[config.mk]
export PLATFORM = sky130hd
export DESIGN_NAME = frame_scrambler_b1
export DESIGN_NICKNAME = d
export VERILOG_FILES = /design/src/rtl/fss_pkg.sv /design/src/rtl/fss_frame_pos.sv /design/src/rtl/fss_scr_key.sv /design/src/rtl/fss_b1_acc.sv /design/src/rtl/frame_scrambler_b1.sv
export SDC_FILE = /design/constraint.sdc
export NUM_CORES = 1
export LEC_CHECK = 0
export BUFFER_PORTS_ARGS = -buffer_cell sky130_fd_sc_hd__buf_2
export CAP_MARGIN = 20
export CORE_MARGIN = 4
export CORE_UTILIZATION = 55
export CTS_CLUSTER_DIAMETER = 60
export DETAILED_ROUTE_END_ITERATION = 12
export HOLD_SLACK_MARGIN = 0.06
export PLACE_DENSITY = 0.75
export SYNTH_ARGS = -nofsm -noshare
export SYNTH_HDL_FRONTEND = slang
export SYNTH_SLANG_ARGS = --single-unit
[constraint.sdc]
create_clock -name clk -period 6.65 [get_ports clk]
set_input_delay 0.3325 -clock clk [delete_from_list [all_inputs] [get_ports clk]]
set_output_delay 0.3325 -clock clk [all_outputs]
set_load 0.01 [all_outputs]
[src/rtl/fss_pkg.sv]
package fss_pkg;

  typedef struct packed {
    logic [6:0] st;
    logic [7:0] key;
  } scr_step_t;

  // Advance the x^7+x^6+1 generator by eight steps; the first output lands in bit 7.
  function automatic scr_step_t scr_advance(input logic [6:0] st_in);
    scr_step_t  r;
    logic [6:0] s;
    s = st_in;
    r.key = '0;
    for (int i = 7; i >= 0; i--) begin
      r.key[i] = s[6];
      s = {s[5:0], s[6] ^ s[5]};
    end
    r.st = s;
    return r;
  endfunction

  function automatic logic [7:0] parity_fold(input logic [7:0] acc, input logic [7:0] b);
    return acc ^ b;
  endfunction

endpackage

[src/rtl/fss_frame_pos.sv]
module fss_frame_pos #(
  parameter int FRAME_LEN = 3240,
  localparam int POS_W = $clog2(FRAME_LEN)
) (
  input  logic             clk,
  input  logic             rst_n,
  input  logic             en,
  input  logic             sof_in,
  output logic [POS_W-1:0] cur_pos,
  output logic             frame_start
);
  localparam logic [POS_W-1:0] LAST = POS_W'(FRAME_LEN - 1);

  logic [POS_W-1:0] pos_q;

  // sof_in realigns, otherwise the count free-runs and wraps
  assign cur_pos     = sof_in ? '0 : pos_q;
  assign frame_start = (cur_pos == '0);

  always_ff @(posedge clk) begin
    if (!rst_n) begin
      pos_q <= '0;
    end else if (en) begin
      pos_q <= (cur_pos == LAST) ? '0 : cur_pos + POS_W'(1);
    end
  end
endmodule

[src/rtl/fss_scr_key.sv]
module fss_scr_key
  import fss_pkg::*;
(
  input  logic       clk,
  input  logic       rst_n,
  input  logic       en,
  input  logic       reload,
  output logic [7:0] key
);
  logic [6:0] st_q;
  logic [6:0] st_use;
  scr_step_t  step;

  // generator loaded with all ones at the first scrambled byte
  assign st_use = reload ? 7'h7F : st_q;
  assign step   = scr_advance(st_use);
  assign key    = step.key;

  always_ff @(posedge clk) begin
    if (!rst_n) begin
      st_q <= 7'h7F;
    end else if (en) begin
      st_q <= step.st;
    end
  end
endmodule

[src/rtl/fss_b1_acc.sv]
module fss_b1_acc
  import fss_pkg::*;
(
  input  logic       clk,
  input  logic       rst_n,
  input  logic       en,
  input  logic       frame_start,
  input  logic [7:0] byte_out,
  output logic [7:0] b1_val
);
  logic [7:0] acc_q;
  logic [7:0] hold_q;
  logic       primed_q;

  assign b1_val = hold_q;

  // close the old frame and open the new one on the same byte
  // nothing is latched before the first frame has run
  always_ff @(posedge clk) begin
    if (!rst_n) begin
      acc_q    <= '0;
      hold_q   <= '0;
      primed_q <= 1'b0;
    end else if (en) begin
      if (frame_start) begin
        hold_q   <= primed_q ? acc_q : 8'h00;
        primed_q <= 1'b1;
        acc_q    <= byte_out;
      end else begin
        acc_q <= parity_fold(acc_q, byte_out);
      end
    end
  end
endmodule

[src/rtl/frame_scrambler_b1.sv]
module frame_scrambler_b1 #(
  parameter int STS_N = 4
) (
  input  logic       clk,
  input  logic       rst_n,
  input  logic       en,
  input  logic [7:0] din,
  input  logic       sof_in,
  output logic [7:0] dout,
  output logic       sof_out
);
  localparam int ROW_LEN   = 90 * STS_N;
  localparam int FRAME_LEN = 9 * ROW_LEN;
  localparam int POS_W     = $clog2(FRAME_LEN);
  localparam logic [POS_W-1:0] SCR_START = POS_W'(3 * STS_N);
  localparam logic [POS_W-1:0] B1_POS    = POS_W'(ROW_LEN);

  logic [POS_W-1:0] cur_pos;
  logic             frame_start;
  logic             scr_reset;
  logic             in_clear_zone;
  logic             b1_slot;
  logic [7:0]       key;
  logic [7:0]       b1_val;
  logic [7:0]       pre_scr;
  logic [7:0]       scr_byte;

  fss_frame_pos #(.FRAME_LEN(FRAME_LEN)) u_pos (
    .clk(clk), .rst_n(rst_n), .en(en), .sof_in(sof_in),
    .cur_pos(cur_pos), .frame_start(frame_start)
  );

  assign scr_reset     = (cur_pos == SCR_START);
  assign in_clear_zone = (cur_pos < SCR_START);
  assign b1_slot       = (cur_pos == B1_POS);

  fss_scr_key u_key (
    .clk(clk), .rst_n(rst_n), .en(en), .reload(scr_reset), .key(key)
  );

  // the parity replaces the input byte before scrambling
  assign pre_scr  = b1_slot ? b1_val : din;

  assign scr_byte = in_clear_zone ? pre_scr : (pre_scr ^ key);

  fss_b1_acc u_b1 (
    .clk(clk), .rst_n(rst_n), .en(en), .frame_start(frame_start),
    .byte_out(scr_byte), .b1_val(b1_val)
  );


  always_ff @(posedge clk) begin
    if (!rst_n) begin
      dout    <= '0;
      sof_out <= 1'b0;
    end else if (en) begin
      dout    <= scr_byte;
      sof_out <= frame_start;
    end
  end
endmodule

# == Word-level counts from Yosys, hierarchy flattened ==
# Index checks and enable logic that the tools add are counted.
# W data, S select, Z words.
# classes
eq_ne,3
n_lt_le_gt_ge,1
n_reduce_logical,2
bitwise_logic,10
muxes,7
add_sub_neg,1
# ops
operator,count
$mux W8,4
$mux W12,2
$xor A8 B8 Y8,2
$add A12 B1 Y12 const B,1
$eq A12 B12 Y1 const B,1
$eq A12 B4 Y1 const B,1
$eq A12 B9 Y1 const B,1
$logic_not A12 Y1,1
$lt A12 B4 Y1 const B,1
$xor A1 B1 Y1,8
$mux W7,1
$reduce_and A2 Y1,1
# word_totals
output_inout_bits,9
regBits,45
word_cells,31
inputBits,12

# == Depth between registers and ports, before layout ==
# Gate-level depths: netlist (run 1).
# logic_depth
ltp_word,8
ltp_mapped,11
mapped_depth_nobuf,9

# == Modules after synthesis ==
# Synthesis (run 1) repeated with hierarchy kept, for this count alone.
# hier_totals
cells_unflattened,335
area_unflattened_um2,2836.5
# modules_own_cells
module,n_inst,seq_area_each_um2,cells_per_inst,area_each_um2
fss_b1_acc,1,340.3,94,863.3
fss_frame_pos,1,240.2,105,834.6
frame_scrambler_b1,1,180.2,83,690.7
fss_scr_key,1,140.1,53,447.9

# == Least setup slack after synthesis (run 1) ==
# Ideal clock, no wire load.
# synth_path
path_type,input port to flip-flop
startpoint,in sof_in
endpoint,reg u_b1.acc_q[0]
slack_ns,4.341
n_path_buf,1
required_time_ns,6.533
setup_time_ns,0.117
path_stages,9
arrival_ns,2.192
cell_sequence,clkbuf_1 nand2b_1 ha_1 nand4bb_1 nor4_4 mux2i_1 xnor2_2 a211oi_1 nand2b_1
# synth_via
elab_chain_cells,8
word_cells_on_any_way,12
classes_between,order compare (1); eq/ne (2); mux (5); bitwise (3); reduce/logical (1)
# synth_rtl
item,line,rtl
from (decl),frame_scrambler_b1.sv:8,"input logic sof_in,"
$mux W12 (*),fss_frame_pos.sv:17,assign cur_pos = sof_in ? '0 : pos_q;
branches (longest 6 deep; another with $lt A12 B4 Y1),n/a,
$mux W8 (*),fss_b1_acc.sv:25,if (frame_start) begin
to (signal assigned),fss_b1_acc.sv:28,acc_q <= byte_out;
to (signal assigned),fss_b1_acc.sv:30,"acc_q <= parity_fold(acc_q, byte_out);"
to (decl),fss_b1_acc.sv:11,logic [7:0] acc_q;
# Mark *: on every way between the ends.
# A chain may end at the register's enable or synchronous reset.

# == Final worst setup path (run 1) ==
# layout_path
startpoint,reg u_pos.pos_q[1]
endpoint,reg u_b1.acc_q[0]
# layout_via
elab_chain_cells,8
word_cells_on_any_way,12
classes_between,order compare (1); eq/ne (2); mux (5); bitwise (3); reduce/logical (1)
# layout_rtl
item,line,rtl
from (decl),fss_frame_pos.sv:14,logic [POS_W-1:0] pos_q;
from (signal assigned),fss_frame_pos.sv:24,pos_q <= (cur_pos == LAST) ? '0 : cur_pos + POS_W'(1);
$mux W12 (*),fss_frame_pos.sv:17,
branches (longest 6 deep; another with $lt A12 B4 Y1),n/a,
$mux W8 (*),fss_b1_acc.sv:25,
# Marked as above.

==> run summary, run 1 <==
The run finished with clean final reports. The clock net in this run drives a total of 45 sinks. Commonest register cell after synthesis: dfxtp_1.

The class of the tightest hold or removal check is input pin to flip-flop. In the final design database the tool counted 313 nets. Walking the worst path, the cells encountered are nor2b_1 -> inv_1 -> ha_1 -> nand4bb_1 -> nor4_4 -> mux2i_1 -> xnor2_2 -> a211oi_1 -> nand2b_1. For the worst-skew pair, the clock arrives at the later sink with an insertion delay of 310 ps. For the pin with the worst max-slew slack, the measured transition is 798 ps. Ranked by total cell area, the synthesized netlist is headed by dfxtp_1 (39%), nand2_1 (7.6%), mux2i_1 (6.9%), a21oi_1 (6.0%), o21ai_0 (4.5%). The first detailed-routing pass ran for 4 iterations. Setup violations remaining at the end of the flow were counted as 0. TritonCTS created 5 clock buffers.

The first global-routing pass estimated 8870 microns of wire. STA puts the critical path data arrival time at 2580 ps. Share of flip-flops with an asynchronous set or reset after synthesis: 0%. The cell type of the slowest stage on the worst timing path was nor4_4. For this block, the via count after detailed routing is 2019. The cell count of the worst reg-to-reg path works out to 9.

The worst hold-check slack came out at 369 ps. The hold violation count in the final report was 0; the growth of design area from synthesis to finish was 6.88%. Synthesized flop and latch total: 45.

The cell type contributing the most total cell area after synthesis was dfxtp_1. The tools report the cell area after layout as 2490 sq um. No sink is reached through more buffers than the 2 on the longest clock path.

The sequential share of the synthesized area was 38.7%; the sequential cell area was 901 sq um. Number of global-route vias before repair: 1870. STA classifies the critical path startpoint as a flip-flop.

The destination of the worst hold path was u_key.st_q[1]. Initial detailed-routing violation count: 153. The total count of max-transition violations in the final report was 0.

After synthesis, the largest area contributor takes up 38.7% of total cell area. The tools report the total number of placement rows as 23. TritonCTS built the clock tree. The floorplan step defined a core boundary enclosing 4060 sq um. After layout, the worst path uses 35.8% of the clock period.

From left edge to right edge, the die measures 73.1 microns. Once placement finished, the instance area stood at 2400 sq um. CTS placed an instance of clkbuf_8 at the clock tree root. The worst endpoint required time came out at 6850 ps.

Setup repair after global routing left no endpoint under its margin. Summing every instance area after synthesis gives 2330 sq um. Detailed placement ended at an HPWL of 3440 microns.

The synthesized design contains 0 enable-type register cells. The maximum number of pins on one net before global-route repair was 38; the average wire per standard cell was 14.7 microns. The logs give 0 for the number of gates given a new drive strength after cts and 5340 sq um for the floorplan die area. The maximum resistive drop on vdd came out at 0.000118 V. In this run the critical register-to-register path is captured at u_b1.acc_q[0].

The number of routed nets with antenna violations came out at 0. At the end of routability-driven placement, the weighted congestion stood at 0.841. The tools report the total number of H-tree levels as 2.

The run gives 21 as the top-level I/O count. The worst hold path was traced through 2 stages. For this configuration, the core starts out at a cell density of 57.4%. Subtracting the final worst setup slack from the clock period gives 2380 ps. Fill cells in the final layout number 378.

Measured along the y axis, the die boundary spans 73.1 microns. The run gives 421 MHz as the achievable frequency. Clock skew on the completed layout was measured at 7.15 ps.

In this run the critical register-to-register path is launched from u_pos.pos_q[1]. Synthesis produced a netlist whose cell count is 293. The peak fanout along the critical path was 8. The run gives 0 as the buffers inserted during post-CTS setup optimization. The count of antenna diodes in the layout was 0; the utilization after layout was 61.3%. For this design the ratio of total power to cell area is 213 nW/um^2.

The run gives 1320 sq um as the area of combinational cells with multiple inputs. The worst hold path begins at rst_n. The average via count per standard cell was 5.77; the leakage power of the design was 0.000929 uW.

Global routing used 21.1% of the available tracks. The tool flagged a number of max-cap violations equal to 0. Summed over all failing endpoints, the final setup total negative slack is 0 ps. The Yosys step of the flow raised 0 warnings. The design draws 531 uW. In the synthesized netlist, the cells that appear most often are nand2_1 (47), dfxtp_1 (45), a21oi_1 (28). The worst setup path is captured at a flip-flop. Largest stage delay on the critical path: 580 ps. nand2_1 is the most common cell in the netlist.

Clock-pin slew was measured on the worst setup and hold paths at 80 ps. The final layout contains routed wiring with a total length of 5140 microns. The tools report the internal reg-to-reg setup slack as 4270 ps. The logs give 46.8% for the headroom to the max-slew limit and 0 for the residual overflow from global routing. After detailed routing, the number of remaining DRC violations is 0.

The average cell area after synthesis was 7.95 sq um; the number of distinct library cell variants in the gate-level netlist after synthesis was 43. The number of buffers inserted by hold repair at cts came out at 0. In the final layout, the share of cells above drive strength 1 is 11.0%. The logs give 0 for the number of antenna violations at the first check in global routing and 307 for the post-synthesis net count.

In this run the tool buffered the top-level ports with 20 buffer cells. The worst setup path category is flip-flop to flip-flop.
-- report_power, final --
group / internal, uW / switching [uW] / total [uW]
logic: 25.0 / 35.8 / 60.8
clock network: 74.7 / 101 / 176
registers: 282 / 12.8 / 295
total: 382 / 150 / 531
-- state kept, by name (all words and copies together), names as in the netlist --
signal         cells
u_b1.b1_val        8
u_b1.acc_q         8
dout               8
u_key.st_q         7
u_pos.pos_q       12
u_b1.primed_q      1
sof_out            1
-- cell families (layout without fill, tap and decap cells) --
kind of cell,Yosys count,in the layout,synth area share [%]
XOR/XNOR,16,16,6.34
adder cells (fa/ha/maj),2,2,1.07
multiplexers,16,16,6.88
buffers and inverters,26,33,4.78
AO/OA/AOI/OAI,66,66,16.2
flip-flops,45,45,38.7
AND/OR/NAND/NOR,122,122,26.0
-- metrics by stage --
stage	std cells	setup slack, ps
floorplan	293	4340
global placement	342	4090
detailed placement	342	4020
CTS	350	4280
global route	350	4070
finish	350	4270
-- worst max path at each step --
stage / start / endpoint / slack [ps] / cells past startpoint
3_5_place_dp: sof_in / u_b1.acc_q[0] / 4020 / 10
6_report: u_pos.pos_q[1] / u_b1.acc_q[0] / 4270 / 9
3_3_place_gp: sof_in / u_b1.acc_q[0] / 4090 / 10
5_1_grt: u_pos.pos_q[1] / u_b1.acc_q[0] / 4070 / 9
2_1_floorplan: sof_in / u_b1.acc_q[0] / 4340 / 9
4_1_cts: u_pos.pos_q[1] / u_b1.acc_q[0] / 4280 / 9
-- metal layers --
metal	vias to the layer above	GRT usage [%]	share of wire, %
met1	937	30.3	51
met2	42	31.4	43
met4	0	8.20	1.8
met5	-	0	0
li1	1031	-	-
met3	9	3.31	3.7
-- cells in the final DEF (no fill, tap or decap), drive strengths merged, types with 3 or more instances in the layout --
master / count
o21ai: 21
and3: 4
xnor2: 9
nor3: 4
xor2: 7
buf: 20
or3: 3
nor2b: 3
a21oi: 28
nand2: 47
inv: 5
a32oi: 4
a31oi: 5
nand2b: 8
mux2i: 16
clkbuf: 5
dfxtp: 45
nand3: 19
nor2: 20
nor4: 5
-- critical path, delay by kind of cell (launching register included) --
| kind | cells | cell delay [ps] |
|---|---|---|
| and+or+nand+nor | 4 | 1070 |
| xor gates and xnor gates | 1 | 160 |
| adders and majority gates | 1 | 200 |
| buffers and inverters | 1 | 70 |
| DFF | 1 | 330 |
| AOI/OAI and AO/OA | 1 | 90 |
| muxes | 1 | 350 |
-- cell type report --
| class | count | area share (%) |
|---|---|---|
| clock buffer | 5 | 2.77 |
| clock inverter | 3 | 0.855 |
| inverter | 5 | 0.754 |
| multi-input combinational | 222 | 52.9 |
| sequential | 45 | 36.2 |
| tap | 50 | 2.51 |
| timing repair buffer | 20 | 4.02 |
Power figures use the tool's default switching activity.
==> run 2: changes to the inputs <==
==> constraint.sdc (replaced) <==
create_clock -name clk -period 2.3 [get_ports clk]
set_input_delay 0.115 -clock clk [delete_from_list [all_inputs] [get_ports clk]]
set_output_delay 0.115 -clock clk [all_outputs]
set_load 0.01 [all_outputs]
==> run 2 against run 1 <==
Net effect:
- total power grew to 2.9 times the previous value
- maximum frequency increased by 12%
- via count is 4.1% higher
- count of clock-buffer cells in the layout unchanged
- non-clock buffer count grew 13
- global-route usage up 0.70 points
==> run summary, run 2 (same netlist as run 1, synthesis figures left out) <==
The clock net sink count was 45 (unchanged); the horizontal die dimension was 73.1 microns (unchanged). The tools report the utilization after layout as 65.2% (was 61.3%). The tools report the worst endpoint required time as 2500 ps (was 6850 ps).

The tools report the placeable core region as 4060 sq um (unchanged). The actual transition at the worst max-transition pin is 667 ps (was 798 ps). The post-route total power was 1560 uW (was 531 uW). The cell count of the worst reg-to-reg path works out to 10 (was 9). The root cell of the clock tree was clkbuf_8 (unchanged).

Detailed-routing iteration count for the pre-antenna-repair pass: 5 (was 4). The run gives 0 ps (unchanged) as the post-route setup TNS. Setup repair after global routing left no endpoint under its margin.

The critical path launch point type was a flip-flop (unchanged). Number of antenna violations at the first check in global routing: 0 (unchanged). The floorplan die height was 73.1 microns (unchanged); the clock network fraction of design power was 32.9% (was 33.1%). The clock-pin slew on the worst setup and hold paths is 100 ps (was 80 ps), and the worst hold-check slack is 145 ps (was 369 ps). The register bank with the most flops is u_pos.pos_q (unchanged).

TritonCTS built the clock tree. For the switching power, the log shows 438 uW (was 150 uW). The sequential group share of total power was 54.7% (was 55.5%). The average wire per standard cell was 14.8 microns (was 14.7 microns). The flow ran to the end, and the final reports show no timing, DRC or antenna violations. The element type at the critical path end was a flip-flop (unchanged). The residual overflow from global routing was 0 (unchanged). Cell type of the slowest stage on the worst timing path: dfxtp_1 (was nor4_4). The fraction of the cycle the final worst path needs is 92.1% (was 35.8%). The tools report the buffers inserted during post-CTS setup optimization as 0 (unchanged). The run gives 38 (unchanged) as the maximum number of pins on one net before global-route repair.

For the number of buffers between clock root and the deepest sink, the log shows 2 (unchanged). The class of the tightest hold or removal check was input pin to flip-flop (unchanged). The final setup violation count was 0 (unchanged); the hold violation count in the final report was 0 (unchanged).

The worst setup path category was flip-flop to flip-flop (unchanged). For the max-cap violation count, the log shows 0 (unchanged). The growth of design area from synthesis to finish is 13.5% (was 6.88%). The number of input and output port buffers inserted was 20 (unchanged); the floorplan die area was 5340 sq um (unchanged). The total count of max-transition violations in the final report is 0 (unchanged), and the clock period minus worst slack is 2120 ps (was 2380 ps). The combinational share of power came out at 12.4% (was 11.5%). Commonest non-fill, non-tap cells in the layout: nand2_1 (47), dfxtp_1 (45), a21oi_1 (28) (unchanged). Final worst slack: 181 ps (was 4270 ps). The number of global-route vias before repair is 1957 (was 1870), and the total number of H-tree levels is 2 (unchanged). The cell family with the largest share of critical-path delay is simple AND/OR/NAND/NOR gates (unchanged). Number of remaining DRC errors: 0 (unchanged).

The number of buffers inserted by hold repair at cts was 0 (unchanged); the achievable frequency was 472 MHz (was 421 MHz). The share of cells above drive strength 1 is 16.3% (was 11.0%). The total number of placement rows was 23 (unchanged).

The maximum resistive drop on vdd is 0.000449 V (was 0.000118 V), and the internal power is 1120 uW (was 382 uW). The worst-case setup slack after placement was 153 ps (was 4020 ps). The logs give 12.8 ps (was 7.15 ps) for the worst clock skew and 310 ps (about the same) for the clock latency reported for the late side of the worst-skew pair.

The total clock buffers created by CTS is 5 (unchanged), and the via count of the routed design is 2102 (was 2019). The run gives 2320 ps (was 2580 ps) as the worst endpoint data arrival time. The leakage power of the design is 0.000999 uW (was 0.000929 uW). The tools report the global-route wire length before repair as 9110 microns (was 8870 microns). Flip-flop count of the largest register, all copies and words added: 12 (unchanged). The number of logic stages on the critical path including buffering came out at 10 (was 9). The power per cell area is 589 nW/um^2 (was 213 nW/um^2), and the total length of routed wires is 5380 microns (was 5140 microns). The detailed placer's ending HPWL came out at 3600 microns (was 3440 microns). The total routing usage reported by global routing was 21.8% (was 21.1%); the headroom to the max-slew limit was 55.5% (was 46.8%). The average via count per standard cell is 5.79 (was 5.77). The switching share of power is 28.2% (about the same). The number of routed nets with antenna violations was 0 (unchanged). Series of cell instances along the critical path: nor2b_1 -> inv_1 -> ha_4 -> nand4bb_4 -> nor4_4 -> buf_12 -> mux2i_1 -> xnor2_2 -> a211oi_1 -> nand2b_1 (was nor2b_1 -> inv_1 -> ha_1 -> nand4bb_1 -> nor4_4 -> mux2i_1 -> xnor2_2 -> a211oi_1 -> nand2b_1). The initial cell density of the core came out at 57.4% (unchanged). The leading cell type in the layout, fill and taps excluded was nand2_1 (unchanged). The tools report the initial detailed-routing violation count as 162 (was 153). The number of buffer and inverter instances along the worst setup path was 2 (was 1); the count of nets after finishing was 326 (was 313).

The final weighted congestion in routability-driven placement was 0.860 (was 0.841); the instance count along the most critical hold path was 2 (unchanged). The top-level I/O count is 21 (unchanged). The largest stage delay on the critical path was 330 ps (was 580 ps).

The tools report the count of antenna diodes in the layout as 0 (unchanged). The tools report the number of filler cells placed in the layout as 359 (was 378). The peak fanout along the critical path was 8 (unchanged).
## run 2: what timing repair did
item / CTS / global route
endpoints found under the setup margin: 0 / 5
endpoints found under the hold margin: 0 / 0
gates resized for setup: 0 / 7
## run 2: path summary, 6_finish.rpt
| check | slack [ps] | start | end |
|---|---|---|---|
| worst max-delay path | 180 | u_pos.pos_q[1] | u_b1.acc_q[0] |
| worst min-delay path | 140 | rst_n | u_key.st_q[1] |
| worst max register to register | 180 | u_pos.pos_q[1] | u_b1.acc_q[0] |
| worst min register to register | 460 | u_b1.b1_val[1] | u_b1.b1_val[1] |
## run 2: area by class of cell
class | instances | area [sq um] | area share [%]
Timing Repair Buffer | 33 | 210 | 7.95
Multi-Input combinational cell | 222 | 1360 | 51.3
Tap cell | 50 | 62.6 | 2.37
Inverter | 5 | 18.8 | 0.710
Clock inverter | 3 | 25.0 | 0.947
Sequential cell | 45 | 901 | 34.1
Clock buffer | 5 | 68.8 | 2.60
## run 2: per-stage QoR
stage | area [sq um] | cells
after floorplan | 2330 | 293
after detailed placement | 2510 | 355
after CTS | 2600 | 363
after global routing | 2640 | 363
final | 2640 | 363
after global placement | 2510 | 355
## run 2: layer usage
| layer | up-vias | GRT usage (%) | share of wire, % |
|---|---|---|---|
| met5 | - | 0 | 0 |
| met4 | 0 | 6.76 | 1.1 |
| met3 | 6 | 5.10 | 5.2 |
| met2 | 50 | 33.6 | 47 |
| met1 | 983 | 30.0 | 47 |
| li1 | 1063 | - | - |
## run 2: power by group through the flow
stage | registers [uW] | logic [uW] | clock network (uW)
after floorplan | 863 | 136 | 0
after global placement | 867 | 185 | 0
after detailed placement | 869 | 189 | 0
after CTS | 850 | 190 | 519
after global routing | 857 | 215 | 548
final | 851 | 193 | 512
==> run 3: changes to the inputs <==
--- a/config.mk
+++ b/config.mk
@@ -13,6 +13,7 @@
 export DETAILED_ROUTE_END_ITERATION = 12
 export HOLD_SLACK_MARGIN = 0.06
 export PLACE_DENSITY = 0.75
+export RECOVER_POWER = 25
 export SYNTH_ARGS = -nofsm -noshare
 export SYNTH_HDL_FRONTEND = slang
 export SYNTH_SLANG_ARGS = --single-unit
==> run 3 against run 2 <==
Net effect:
- total power barely moved
- global-route usage did not move
- routed wire length rose by 0.61%
- critical path depth did not move
- combinational power barely moved
- first-iteration DRC count fell by 3.7%
- final cell count did not move
- sequential power barely moved
- maximum frequency barely moved
- count of clock-buffer cells in the layout did not move
==> run summary, run 3 (same netlist as run 1, synthesis figures left out) <==
The largest stage delay on the critical path works out to 320 ps (was 330 ps). The logs give 2500 ps (about the same) for the worst endpoint required time and 0 (unchanged) for the total count of max-transition violations in the final report. For the number of remaining DRC errors, the log shows 0 (unchanged). Detailed placer's ending HPWL: 3600 microns (unchanged). The average wire per standard cell came out at 14.9 microns (was 14.8 microns).

Startpoint of the lowest-slack register-to-register path: u_pos.pos_q[1] (unchanged). The power per cell area was 592 nW/um^2 (was 589 nW/um^2). For the residual overflow from global routing, the log shows 0 (unchanged). The final cell count without fillers was 363 (unchanged); the number of routed nets with antenna violations was 0 (unchanged). For the final setup violation count, the log shows 0 (unchanged). Commonest non-fill, non-tap cells in the layout: nand2_1 (47), dfxtp_1 (45), a21oi_1 (28) (unchanged). Setup repair after global routing left no endpoint under its margin. The fraction of the cycle the final worst path needs is 92.1% (about the same). For the cell count after placement, the log shows 355 (unchanged).

Leakage power of the design: 0.000961 uW (was 0.000999 uW). The total routing usage reported by global routing is 21.8% (unchanged), and the number of antenna violations at the first check in global routing is 0 (unchanged). Clock net sink count: 45 (unchanged).

The run gives 310 ps (about the same) as the clock latency reported for the late side of the worst-skew pair. The tools report the hold path startpoint as rst_n (unchanged). The logs give 1560 uW (about the same) for the post-route total power and 0 (unchanged) for the number of buffers inserted by hold repair at cts.

The run finished with clean final reports. The number of input and output port buffers inserted was 20 (unchanged); the floorplan die height was 73.1 microns (unchanged). The run gives 9110 microns (unchanged) as the global-route wire length before repair. Leading cell type in the layout, fill and taps excluded: nand2_1 (unchanged).

Number of filler cells placed in the layout: 365 (was 359). The worst setup path category was flip-flop to flip-flop (unchanged). The detailed-routing iteration count for the pre-antenna-repair pass came out at 4 (was 5). The cell type of the slowest stage on the worst timing path is dfxtp_1 (unchanged). For the total number of H-tree levels, the log shows 2 (unchanged). The number of global-route vias before repair was 1957 (unchanged).

The placeable core region is 4060 sq um (unchanged). The peak fanout along the critical path is 8 (unchanged), and the final worst slack is 181 ps (about the same). The element type at the critical path end is a flip-flop (unchanged). The average via count per standard cell came out at 5.79 (about the same). Class of the tightest hold or removal check: input pin to flip-flop (unchanged). The logs give 0 (unchanged) for the max-cap violation count and 57.4% (unchanged) for the initial cell density of the core.

The count of nets after finishing is 326 (unchanged), and the maximum number of pins on one net before global-route repair is 38 (unchanged). The register bank with the most flops was u_pos.pos_q (unchanged). The growth of design area from synthesis to finish works out to 12.9% (was 13.5%). For the maximum resistive drop on vdd, the log shows 0.000451 V (was 0.000449 V). The root cell of the clock tree is clkbuf_8 (unchanged). The share of cells above drive strength 1 is 13.1% (was 16.3%), and the hold violation count in the final report is 0 (unchanged).

The run gives 23 (unchanged) as the total number of placement rows. TritonCTS built the clock tree. The tools report the headroom to the max-slew limit as 55.2% (was 55.5%). For the worst hold-check slack, the log shows 143 ps (was 145 ps). The count of antenna diodes in the layout is 0 (unchanged).

The floorplan die area was 5340 sq um (unchanged); the worst endpoint data arrival time was 2320 ps (about the same). The logs give 21 (unchanged) for the top-level I/O count and 156 (was 162) for the initial detailed-routing violation count. Series of cell instances along the critical path: nor2b_1 -> inv_1 -> ha_4 -> nand4bb_4 -> nor4_4 -> buf_12 -> mux2i_1 -> xnor2_2 -> a211oi_1 -> nand2b_1 (unchanged). The clock-pin slew on the worst setup and hold paths works out to 100 ps (about the same).

The flip-flop count of the largest register, all copies and words added is 12 (unchanged), and the number of buffers between clock root and the deepest sink is 2 (unchanged). The tools report the post-route setup TNS as 0 ps (unchanged). The final weighted congestion in routability-driven placement came out at 0.860 (unchanged). The horizontal die dimension came out at 73.1 microns (unchanged). Critical path launch point type: a flip-flop (unchanged).

The run gives 2101 (was 2102) as the via count of the routed design. The run gives 5410 microns (was 5380 microns) as the total length of routed wires. The logs give 5 (unchanged) for the total clock buffers created by CTS and 472 MHz (about the same) for the achievable frequency. The launching instance or port of the critical path was u_pos.pos_q[1] (unchanged). Worst-case setup slack after placement: 153 ps (unchanged). Actual transition at the worst max-transition pin: 671 ps (was 667 ps).

The tools report the worst clock skew as 12.9 ps (was 12.8 ps). The clock period minus worst slack works out to 2120 ps (about the same).
[run 3: timing repair]
item / CTS / global route
resized for setup: 0 / 7
buffers inserted: 0 / 0
hold endpoints to repair: 0 / 0
setup endpoints to repair: 0 / 5
[run 3: path summary, 6_finish.rpt]
check / to / slack [ps] / cells after the start
worst min register to register: u_b1.b1_val[1] / 460 / 2
worst min-delay path: u_key.st_q[1] / 140 / 2
worst max-delay path: u_b1.acc_q[0] / 180 / 10
worst max register to register: u_b1.acc_q[0] / 180 / 10
[run 3: power breakdown]
group,internal (uW),leakage [uW],switching [uW]
Combinational,80.6,0.000548,110
Clock,219,0.0000447,293
Sequential,815,0.000369,36.2
[run 3: critical path, delay by kind of cell (launching register included)]
| kind | cells | cell delay (ps) |
|---|---|---|
| simple gates | 4 | 720 |
| flops | 1 | 320 |
| fa+ha+maj | 1 | 170 |
| compound gates | 1 | 100 |
| xor+xnor | 1 | 160 |
| mux | 1 | 270 |
| buf+inv | 2 | 280 |
[run 3: area by class of cell]
| type | count | area (sq um) | area share (%) |
|---|---|---|---|
| multi-input combinational | 222 | 1360 | 51.6 |
| sequential | 45 | 901 | 34.3 |
| timing repair buffer | 33 | 195 | 7.43 |
| clock buffer | 5 | 68.8 | 2.62 |
| tap | 50 | 62.6 | 2.38 |
| clock inverter | 3 | 25.0 | 0.952 |
| inverter | 5 | 18.8 | 0.714 |
[run 3: metrics by stage]
stage,utilization (%),cell area [sq um]
global placement,61.8,2510
CTS,64.1,2600
detailed placement,61.8,2510
finish,64.8,2630
global route,64.8,2630
floorplan,-,2330
[run 3: layer usage]
| layer | global-route usage [%] | wire length, microns |
|---|---|---|
| met4 | 6.76 | 60 |
| met1 | 30.0 | 2540 |
| met3 | 5.10 | 304 |
| met5 | 0 | 0 |
| met2 | 33.6 | 2510 |
